==> config.mk <==
export PLATFORM = sky130hd
export DESIGN_NAME = scan_pacer
export DESIGN_NICKNAME = d
export VERILOG_FILES = /design/src/rtl/scan_pacer_pkg.sv /design/src/rtl/scan_pacer_regs.sv /design/src/rtl/scan_pacer_rategen.sv /design/src/rtl/scan_pacer_burst.sv /design/src/rtl/scan_pacer.sv
export SDC_FILE = /design/constraint.sdc
export NUM_CORES = 1
export LEC_CHECK = 0
export ABC_AREA = 0
export CAP_MARGIN = 15
export CORE_UTILIZATION = 56
export CTS_CLUSTER_SIZE = 40
export DETAILED_ROUTE_END_ITERATION = 8
export PLACE_DENSITY_LB_ADDON = 0.2
export SLEW_MARGIN = 20
export SYNTH_ARGS = -nofsm -noshare
export SYNTH_HDL_FRONTEND = slang
export SYNTH_SLANG_ARGS = --single-unit
==> constraint.sdc <==
create_clock -name clk -period 2.4 [get_ports clk]
set_clock_uncertainty 0.2 [all_clocks]
set_input_delay 0.72 -clock clk [delete_from_list [all_inputs] [get_ports clk]]
set_output_delay 0.72 -clock clk [all_outputs]
set_load 0.02 [all_outputs]
==> src/rtl/scan_pacer_pkg.sv <==
package scan_pacer_pkg;
   localparam logic [7:0] RATE_GEN_WORD = 8'h74;
   localparam int CTRL_INTSCAN_BIT = 0;
   localparam int CTRL_MULTI_BIT   = 1;
   localparam int N_COUNTS         = 3;

   typedef enum logic [1:0] {
      CNT_GROUP  = 2'd0,
      CNT_SPACE  = 2'd1,
      CNT_TOTAL  = 2'd2
   } count_sel_e;
endpackage

==> src/rtl/scan_pacer_regs.sv <==
module scan_pacer_regs
   import scan_pacer_pkg::*;
#(
   parameter int CNT_W  = 16,
   parameter int ADDR_W = 4
) (
   input  logic              clk,
   input  logic              rst_n,
   input  logic              wr_en,
   input  logic [ADDR_W-1:0] wr_addr,
   input  logic [7:0]        wr_data,
   output logic [CNT_W-1:0]  group_len,
   output logic [CNT_W-1:0]  space_len,
   output logic [CNT_W-1:0]  total_len,
   output logic [CNT_W-1:0]  scan_len,
   output logic              mode_ok,
   output logic              intscan_en,
   output logic              multi_en
);
   localparam int BYTES  = CNT_W / 8;
   localparam int PTR_W  = (BYTES > 1) ? $clog2(BYTES) : 1;
   localparam int A_SCAN = N_COUNTS * BYTES;
   localparam int A_MODE = A_SCAN + 1;
   localparam int A_CTRL = A_SCAN + 2;

   if (CNT_W % 8 != 0 || CNT_W < 16) begin : g_bad_width
      $error("scan_pacer_regs: CNT_W must be a multiple of 8 and at least 16");
   end
   if ((1 << ADDR_W) <= A_CTRL) begin : g_bad_addr
      $error("scan_pacer_regs: ADDR_W too small for the register map");
   end

   logic [N_COUNTS-1:0][BYTES-1:0] lane_hit;
   logic [N_COUNTS-1:0][CNT_W-1:0] cnt_q;
   logic [CNT_W-9:0]               scan_hold;
   logic [CNT_W-1:0]               scan_q;
   logic [PTR_W-1:0]               scan_ptr;
   logic                           scan_hit;
   logic                           scan_last;

   for (genvar g = 0; g < N_COUNTS; g++) begin : g_cnt
      for (genvar l = 0; l < BYTES; l++) begin : g_lane
         assign lane_hit[g][l] = wr_en && (wr_addr == ADDR_W'(g * BYTES + l));
      end
   end

   assign scan_hit  = wr_en && (wr_addr == ADDR_W'(A_SCAN));
   assign scan_last = (scan_ptr == PTR_W'(BYTES - 1));

   always_ff @(posedge clk) begin
      if (!rst_n) begin
         cnt_q <= '0;
      end else begin
         for (int g = 0; g < N_COUNTS; g++) begin
            for (int l = 0; l < BYTES; l++) begin
               if (lane_hit[g][l]) cnt_q[g][l*8 +: 8] <= wr_data;
            end
         end
      end
   end

   always_ff @(posedge clk) begin
      if (!rst_n) begin
         scan_q     <= '0;
         scan_hold  <= '0;
         scan_ptr   <= '0;
         mode_ok    <= 1'b0;
         intscan_en <= 1'b0;
         multi_en   <= 1'b0;
      end else if (wr_en) begin
         if (scan_hit) begin
            if (scan_last) begin
               scan_q   <= {wr_data, scan_hold};
               scan_ptr <= '0;
            end else begin
               scan_hold[scan_ptr*8 +: 8] <= wr_data;
               scan_ptr <= scan_ptr + 1'b1;
            end
         end else if (wr_addr == ADDR_W'(A_MODE)) begin
            mode_ok  <= (wr_data == RATE_GEN_WORD);
            scan_ptr <= '0;
         end else if (wr_addr == ADDR_W'(A_CTRL)) begin
            intscan_en <= wr_data[CTRL_INTSCAN_BIT];
            multi_en   <= wr_data[CTRL_MULTI_BIT];
         end
      end
   end

   assign group_len = cnt_q[CNT_GROUP];
   assign space_len = cnt_q[CNT_SPACE];
   assign total_len = cnt_q[CNT_TOTAL];
   assign scan_len  = scan_q;

   // a byte that is not the last one never alters the active period
   a_r5_lsb_holds: assert property (@(posedge clk) disable iff (!rst_n)
      scan_hit && !scan_last |=> $stable(scan_q));
endmodule

==> src/rtl/scan_pacer_rategen.sv <==
module scan_pacer_rategen #(
   parameter int CNT_W = 16
) (
   input  logic             clk,
   input  logic             rst_n,
   input  logic             start,
   input  logic             run,
   input  logic [CNT_W-1:0] period,
   output logic             pulse
);
   logic [CNT_W-1:0] cnt_q;

   assign pulse = run && (cnt_q == CNT_W'(1));

   always_ff @(posedge clk) begin
      if (!rst_n) begin
         cnt_q <= '0;
      end else if (start) begin
         cnt_q <= period;
      end else if (run) begin
         cnt_q <= (cnt_q == CNT_W'(1)) ? period : cnt_q - 1'b1;
      end
   end

   // each pulse reloads the full period
   a_r6_reload: assert property (@(posedge clk) disable iff (!rst_n)
      pulse && !start |=> cnt_q == $past(period));
endmodule

==> src/rtl/scan_pacer_burst.sv <==
module scan_pacer_burst #(
   parameter int CNT_W = 16
) (
   input  logic             clk,
   input  logic             rst_n,
   input  logic             start,
   input  logic             scan_pulse,
   input  logic [CNT_W-1:0] group_len,
   input  logic [CNT_W-1:0] space_len,
   input  logic [CNT_W-1:0] total_len,
   output logic             fire,
   output logic             running,
   output logic             done
);
   logic             in_group;
   logic [CNT_W-1:0] space_cnt;
   logic [CNT_W-1:0] group_left;
   logic [CNT_W-1:0] total_left;
   logic             last_total;
   logic             last_group;

   assign fire       = in_group && (space_cnt == '0);
   assign last_total = (total_left == CNT_W'(1));
   assign last_group = (group_left == CNT_W'(1));

   always_ff @(posedge clk) begin
      if (!rst_n) begin
         running    <= 1'b0;
         in_group   <= 1'b0;
         done       <= 1'b0;
         space_cnt  <= '0;
         group_left <= '0;
         total_left <= '0;
      end else if (start) begin
         running    <= 1'b1;
         in_group   <= 1'b1;
         done       <= 1'b0;
         space_cnt  <= '0;
         group_left <= group_len;
         total_left <= total_len;
      end else if (running) begin
         if (fire) begin
            total_left <= total_left - 1'b1;
            group_left <= group_left - 1'b1;
            space_cnt  <= space_len - 1'b1;
            if (last_total) begin
               running  <= 1'b0;
               in_group <= 1'b0;
               done     <= 1'b1;
            end else if (last_group) begin
               in_group <= 1'b0;
            end
         end else if (in_group) begin
            space_cnt <= space_cnt - 1'b1;
         end else if (scan_pulse) begin
            in_group   <= 1'b1;
            space_cnt  <= '0;
            group_left <= group_len;
         end
      end
   end

   // the final strobe ends the run in the next cycle
   a_r7_finish: assert property (@(posedge clk) disable iff (!rst_n)
      fire && last_total && !start |=> done && !running);
   // done and an active run never coexist
   a_r8_done_excl: assert property (@(posedge clk) disable iff (!rst_n)
      !(done && running));
   // strobes inside a group are separated when the interval exceeds one
   a_r3_spacing: assert property (@(posedge clk) disable iff (!rst_n)
      fire && !last_total && !last_group && space_len != CNT_W'(1) && !start |=> !fire);
endmodule

==> src/rtl/scan_pacer.sv <==
module scan_pacer
   import scan_pacer_pkg::*;
#(
   parameter int CNT_W  = 16,
   parameter int ADDR_W = 4
) (
   input  logic              clk,
   input  logic              rst_n,
   input  logic              wr_en,
   input  logic [ADDR_W-1:0] wr_addr,
   input  logic [7:0]        wr_data,
   input  logic              sw_trig,
   output logic              conv_strobe,
   output logic              busy,
   output logic              done
);
   logic [CNT_W-1:0] group_len, space_len, total_len, scan_len;
   logic             mode_ok, intscan_en, multi_en;
   logic             cfg_ok, start, scan_pulse;

   scan_pacer_regs #(.CNT_W(CNT_W), .ADDR_W(ADDR_W)) u_regs (
      .clk        (clk),
      .rst_n      (rst_n),
      .wr_en      (wr_en),
      .wr_addr    (wr_addr),
      .wr_data    (wr_data),
      .group_len  (group_len),
      .space_len  (space_len),
      .total_len  (total_len),
      .scan_len   (scan_len),
      .mode_ok    (mode_ok),
      .intscan_en (intscan_en),
      .multi_en   (multi_en)
   );

   assign cfg_ok = intscan_en && !multi_en && mode_ok &&
                   (group_len != '0) && (space_len != '0) &&
                   (total_len != '0) && (scan_len > CNT_W'(1));
   assign start  = sw_trig && !busy && cfg_ok;

   scan_pacer_rategen #(.CNT_W(CNT_W)) u_rategen (
      .clk    (clk),
      .rst_n  (rst_n),
      .start  (start),
      .run    (busy),
      .period (scan_len),
      .pulse  (scan_pulse)
   );

   scan_pacer_burst #(.CNT_W(CNT_W)) u_burst (
      .clk        (clk),
      .rst_n      (rst_n),
      .start      (start),
      .scan_pulse (scan_pulse),
      .group_len  (group_len),
      .space_len  (space_len),
      .total_len  (total_len),
      .fire       (conv_strobe),
      .running    (busy),
      .done       (done)
   );

   // a strobe only appears during a run
   a_r9_strobe_busy: assert property (@(posedge clk) disable iff (!rst_n)
      conv_strobe |-> busy);
   // without the rate-generator word a trigger does not start a run
   a_r4_mode_gate: assert property (@(posedge clk) disable iff (!rst_n)
      sw_trig && !busy && !mode_ok |=> !busy);
endmodule

=== Word-level counts from Yosys, hierarchy flattened ===
Index checks and enable logic that the tools add are counted.

* Register bits: 143
* Input bits: 16
* Output and inout port bits: 3

* Add/subtract/negate cells: 7
* $lt $le $gt $ge: 1
* Equal/unequal tests: 14
* Shifts and indexed selects: 2
* Mux-type cells: 29
* Bitwise logic cells: 4
* Reductions and logical operators: 40

{| class="wikitable"
|+ Operator list
! cell !! count
|-
| 16-bit two-way mux || 14
|-
| 16-bit by 1-bit subtractor with 16-bit output (second input constant) || 5
|-
| 16-bit by 1-bit == test with 1-bit output (second input constant) || 3
|-
| 16-bit nonzero test || 3
|-
| 4-bit negation with 34-bit output || 1
|-
| 8-bit by 34-bit variable shift with 8-bit output (first input constant) || 1
|-
| 8-bit by 34-bit indexed part select with 8-bit output || 1
|-
| 1-bit logical AND || 17
|-
| 4-bit by 3-bit == test with 1-bit output (second input constant) || 4
|-
| 16-bit by 1-bit > comparator with 1-bit output (second input constant) || 1
|-
| 16-bit logical NOT || 1
|-
| 3-bit AND reduction || 5
|-
| 1-bit two-way mux || 14
|-
| 8-bit bitwise mux || 1
|-
| 4-bit by 2-bit == test with 1-bit output (second input constant) || 2
|-
| 8-bit by 7-bit == test with 1-bit output (second input constant) || 1
|-
| 2-bit AND reduction || 4
|-
| 2-bit nonzero test || 3
|-
| 3-bit nonzero test || 2
|-
| 4-bit by 1-bit == test with 1-bit output (second input constant) || 1
|-
| 4-bit == test (second input constant) || 1
|-
| 4-bit logical NOT || 1
|-
| 4-bit by 1-bit != test with 1-bit output (second input constant) || 1
|-
| 1-bit inverter || 4
|-
| 5 further kinds || 6
|}

=== Logic depth before layout (Yosys ltp) ===
* Depth after elaboration: 10
* Mapped depth: 10
* Gate-level depth less buffers: 9

=== Modules after synthesis ===
From an unflattened synthesis, not the netlist that was laid out.

* Cells, all modules: 893
* Area, all modules: 7569.8 µm²

{| class="wikitable"
|+ Modules (own cells, without submodules)
! module !! times used !! cells each !! area an instance (µm²)
|-
| scan_pacer_burst || 1 || 451 || 3447.1
|-
| scan_pacer_regs || 1 || 268 || 2795.2
|-
| scan_pacer_rategen || 1 || 150 || 1146.1
|-
| scan_pacer || 1 || 24 || 181.4
|}

=== Worst setup path after synthesis ===
No wires, ideal clock.

* Path type: register to output
* Start point: register u_burst.space_cnt[0]
* End point: output conv_strobe
* Data arrival time: 1.667 ns
* Setup slack: -0.187 ns
* Cell stages (with the launch flop): 8
* Buffers on the path: 1
* Cells stage by stage: dfxtp_1 -> inv_1 -> ha_1 -> nor4b_4 -> and4_1 -> buf_2 -> nand2_1 -> inv_1

* Longest elaborated chain between the ends: 2

{| class="wikitable"
|+ Ends and longest elaborated chain
! item !! line !! RTL
|-
| start, declared || scan_pacer_burst.sv:16 || <nowiki>logic [CNT_W-1:0] space_cnt;</nowiki>
|-
| start signal, assigned || scan_pacer_burst.sv:45 || <nowiki>space_cnt <= space_len - 1'b1;</nowiki>
|-
| start signal, assigned || scan_pacer_burst.sv:54 || <nowiki>space_cnt <= space_cnt - 1'b1;</nowiki>
|-
| 16-bit logical NOT || scan_pacer_burst.sv:22 || <nowiki>assign fire = in_group && (space_cnt == '0);</nowiki>
|-
| 1-bit logical AND || scan_pacer_burst.sv:22 ||
|-
| end, declared || scan_pacer.sv:13 || <nowiki>output logic conv_strobe,</nowiki>
|}

No other way between the ends.

=== Final worst setup path ===
Same ends and word-level chain as after synthesis.

==> metrics.log <==
[metrics] source-to-sink clock delay at the later pin of the worst-skew pair: 0.43 ns
[metrics] top flip-flop cell by instance count after synthesis: sky130_fd_sc_hd__dfxtp_1
[metrics] sw frac: 24.0%
[metrics] sequential element share of the synthesized area: 38.8%
[metrics] antenna diode count: 0
[metrics] antenna viol nets, final: 0
[metrics] number of search-and-repair iterations in the first detailed-routing pass: 7
[metrics] class of the most critical hold timing path: flip-flop to flip-flop
[metrics] final setup violation count: 17
[metrics] Pleak: 4.16 nW
[metrics] die area: 13600 um^2
[metrics] Worst slew margin: 63.7%
[metrics] effective utilization at floorplan: 58.0%
[metrics] width of the die: 117 um
[metrics] proportion of power drawn by combinational gates: 6.8%
[metrics] count of warnings emitted by yosys: 0
[metrics] Syn Std Cell Area: 7380 um^2
[metrics] Least-Margin Pin Slew: 0.540 ns
[metrics] Gate Count Post-Synth: 888
[metrics] via count of the first global-routing pass: 6990
[metrics] DRT Wirelength: 26200 um
[metrics] number of nets in the finished design: 1057
[metrics] Die H: 117 um
[metrics] clock buffer count from CTS: 17
[metrics] post-route total power: 5.36 mW
[metrics] Pwr Density: 518 nW/um^2
[metrics] P&R area growth vs syn: 40.1%
[metrics] clock slew at reported path FFs: 0.07 ns
[metrics] residual DRC count: 0
[metrics] Clock Power Share: 48.4%
[metrics] gr usage total: 35.6%
[metrics] maximum fanout encountered on the critical timing path: 4
[metrics] hold violation total from the final report: 0
[metrics] cell type with the highest aggregate area in the netlist: sky130_fd_sc_hd__dfxtp_1
[metrics] # H-tree levels: 4
[metrics] number of nets produced by synthesis: 913
[metrics] fraction of final layout cells with drive strength greater than 1: 31.8%
[metrics] final design utilization: 81.3%
[metrics] count of standard-cell rows: 41
[metrics] result of the run: finished, violations left
[metrics] final critical-path share of the clock period: 111%
[metrics] worst setup path category: flip-flop to primary output
[metrics] post-synthesis sequential element count: 143
[metrics] vias after detailed routing: 7821
[metrics] fraction of registers with async set/reset: 0%
[metrics] count of buffers inserted at the top-level ports: 18
[metrics] maximum VDD drop: 0.637 mV
[metrics] type of element launching the critical path: flip-flop
[metrics] required arrival time at the worst endpoint: 1.48 ns
[metrics] Final Critical Period: 2.66 ns
[metrics] area share of the leading cell type in the synthesized netlist: 38.8%
[metrics] number of enable-type register cells in the synthesized netlist: 0
[metrics] distinct cell type count of the synthesized netlist: 73
[metrics] clock sinks: 143
[metrics] failing checks: setup timing
[metrics] crit path DAT: 1.74 ns
[metrics] placer's final routability congestion estimate: 1.02
[metrics] maximum count of clock buffers along a single path: 2
[metrics] CTS tree: done
[metrics] Setup Slack @ Placement: -0.394 ns
[metrics] Hold-fix buffers, CTS: 0
[metrics] core outline area: 12700 um^2
[metrics] f_max: 375 MHz
[metrics] switching power summed over all nets: 1.28 mW
[metrics] placed wire-length estimate: 16500 um
[metrics] Hold WS: 0.298 ns
[metrics] residual overflow from global routing: 0
[metrics] worst path setup slack after routing: -0.264 ns
[metrics] root buf cell: sky130_fd_sc_hd__clkbuf_16
[metrics] global-route wire length before repair: 36600 um
[metrics] leading cell type in the layout, fill and taps excluded: sky130_fd_sc_hd__dfxtp_1
[metrics] biggest area contributors in the synthesized netlist: sky130_fd_sc_hd__dfxtp_1, sky130_fd_sc_hd__mux2i_1, sky130_fd_sc_hd__nor2_1, sky130_fd_sc_hd__nand2_1, sky130_fd_sc_hd__nor3_1
[metrics] cell-internal power: 4.08 mW
[metrics] proportion of power drawn by flip-flops and latches: 44.7%
[metrics] aggregate negative setup slack: -0.945 ns
[metrics] post-synthesis average cell area: 8.31 um^2
[metrics] RSZ-0062 raised after global routing: true
[metrics] commonest cells after routing, fill and taps aside: sky130_fd_sc_hd__dfxtp_1, sky130_fd_sc_hd__buf_4, sky130_fd_sc_hd__nor2_1
[metrics] Iter 0 DRT Violations: 958
[metrics] Worst Setup End Kind: primary output
[metrics] maximum number of pins on one net before global-route repair: 45
[metrics] max-slew violation total from the final report: 0
[metrics] number of primary I/O pins: 19
[metrics] number of maximum-capacitance violations: 0
[metrics] routed wire length per instance: 21.5 um
[metrics] Via density: 6.44
[metrics] antenna violations before repair: 0
-- final timing paths --
kind                           from                      to  slack [ns]  cells after the start
max            u_burst.space_cnt[0]             conv_strobe       -0.26                      7
min          u_burst.group_left[15]  u_burst.group_left[15]        0.30                      2
max reg2reg    u_burst.space_cnt[0]   u_burst.total_left[5]       -0.25                      9
min reg2reg  u_burst.group_left[15]  u_burst.group_left[15]        0.30                      2
-- kinds of logic (layout without fill, tap and decap cells) --
kind of cell	after synthesis	after routing	share of synthesized area (%)
compound gates	170	170	15.2
xor+xnor	26	26	3.09
fa+ha+maj	9	9	1.53
buf+inv	78	233	4.37
flops	143	143	38.8
mux	79	79	10.7
simple gates	383	383	26.3
-- final cells by class --
| class | count | area, um^2 |
|---|---|---|
| clock buffer | 17 | 425 |
| clock inverter | 13 | 140 |
| fill | 808 | 2380 |
| inverter | 19 | 73.8 |
| multi-input combinational | 667 | 4830 |
| sequential | 143 | 2870 |
| tap | 172 | 215 |
| timing repair buffer | 184 | 1780 |
-- critical path: stages (launching register included) --
cell	delay [ns]
sky130_fd_sc_hd__dfxtp_2	0.33
sky130_fd_sc_hd__inv_2	0.06
sky130_fd_sc_hd__ha_4	0.15
sky130_fd_sc_hd__nor4b_4	0.21
sky130_fd_sc_hd__and4_1	0.27
sky130_fd_sc_hd__nand2_2	0.10
sky130_fd_sc_hd__inv_4	0.08
sky130_fd_sc_hd__buf_6	0.11
-- flip-flops by register name (all words and copies together) (netlist names) --
name                flops
u_regs.scan_len        16
u_regs.total_len       16
u_regs.space_len       16
u_burst.group_left     16
u_regs.group_len       16
u_burst.space_cnt      16
u_burst.total_left     16
u_regs.scan_hold        8
u_regs.intscan_en       1
u_regs.mode_ok          1
u_regs.scan_last        1
u_burst.done            1
u_burst.running         1
u_burst.in_group        1
u_rategen.cnt_q        16
u_regs.multi_en         1
-- through the flow --
| step | area [um^2] | cells |
|---|---|---|
| after global placement | 8700 | 1158 |
| final | 10300 | 1215 |
| after CTS | 9500 | 1196 |
| after floorplan | 7410 | 888 |
| after global routing | 10300 | 1215 |
| after detailed placement | 8700 | 1158 |
-- power by group through the flow --
| stage | clock, mW | combinational [mW] | sequential [mW] |
|---|---|---|---|
| 2_1_floorplan | 0 | 0.154 | 2.45 |
| 3_3_place_gp | 0 | 0.289 | 2.45 |
| 3_5_place_dp | 0 | 0.296 | 2.45 |
| 4_1_cts | 2.59 | 0.314 | 2.40 |
| 6_report | 2.60 | 0.366 | 2.40 |
| 5_1_grt | 2.70 | 0.383 | 2.40 |
-- cells in the mapped netlist, drive strengths merged, types with 19 or more instances --
cell    number
nand4       19
dfxtp      143
nand2       62
mux2i       77
nor4        34
inv         19
nand3       34
o21ai       43
a21oi       39
nor2       130
clkbuf      43
nor3        40
-- per-layer routing --
metal | GRT usage, % | vias to the layer above | routed length [um]
met3 | 9.63 | 85 | 2590
met4 | 11.6 | 0 | 866
met1 | 47.5 | 3732 | 10800
met2 | 56.0 | 460 | 11900
li1 | - | 3544 | -
met5 | 0 | - | 0
-- timing repair --
item / 4_1_cts / 5_1_grt
resized for setup: 42 / 141
setup buffers: 8 / 14
pin swaps: 15 / 44
cloned: 1 / 6
endpoints found under the setup margin: 58 / 66
No activity file was read; power rests on OpenSTA's default activity.
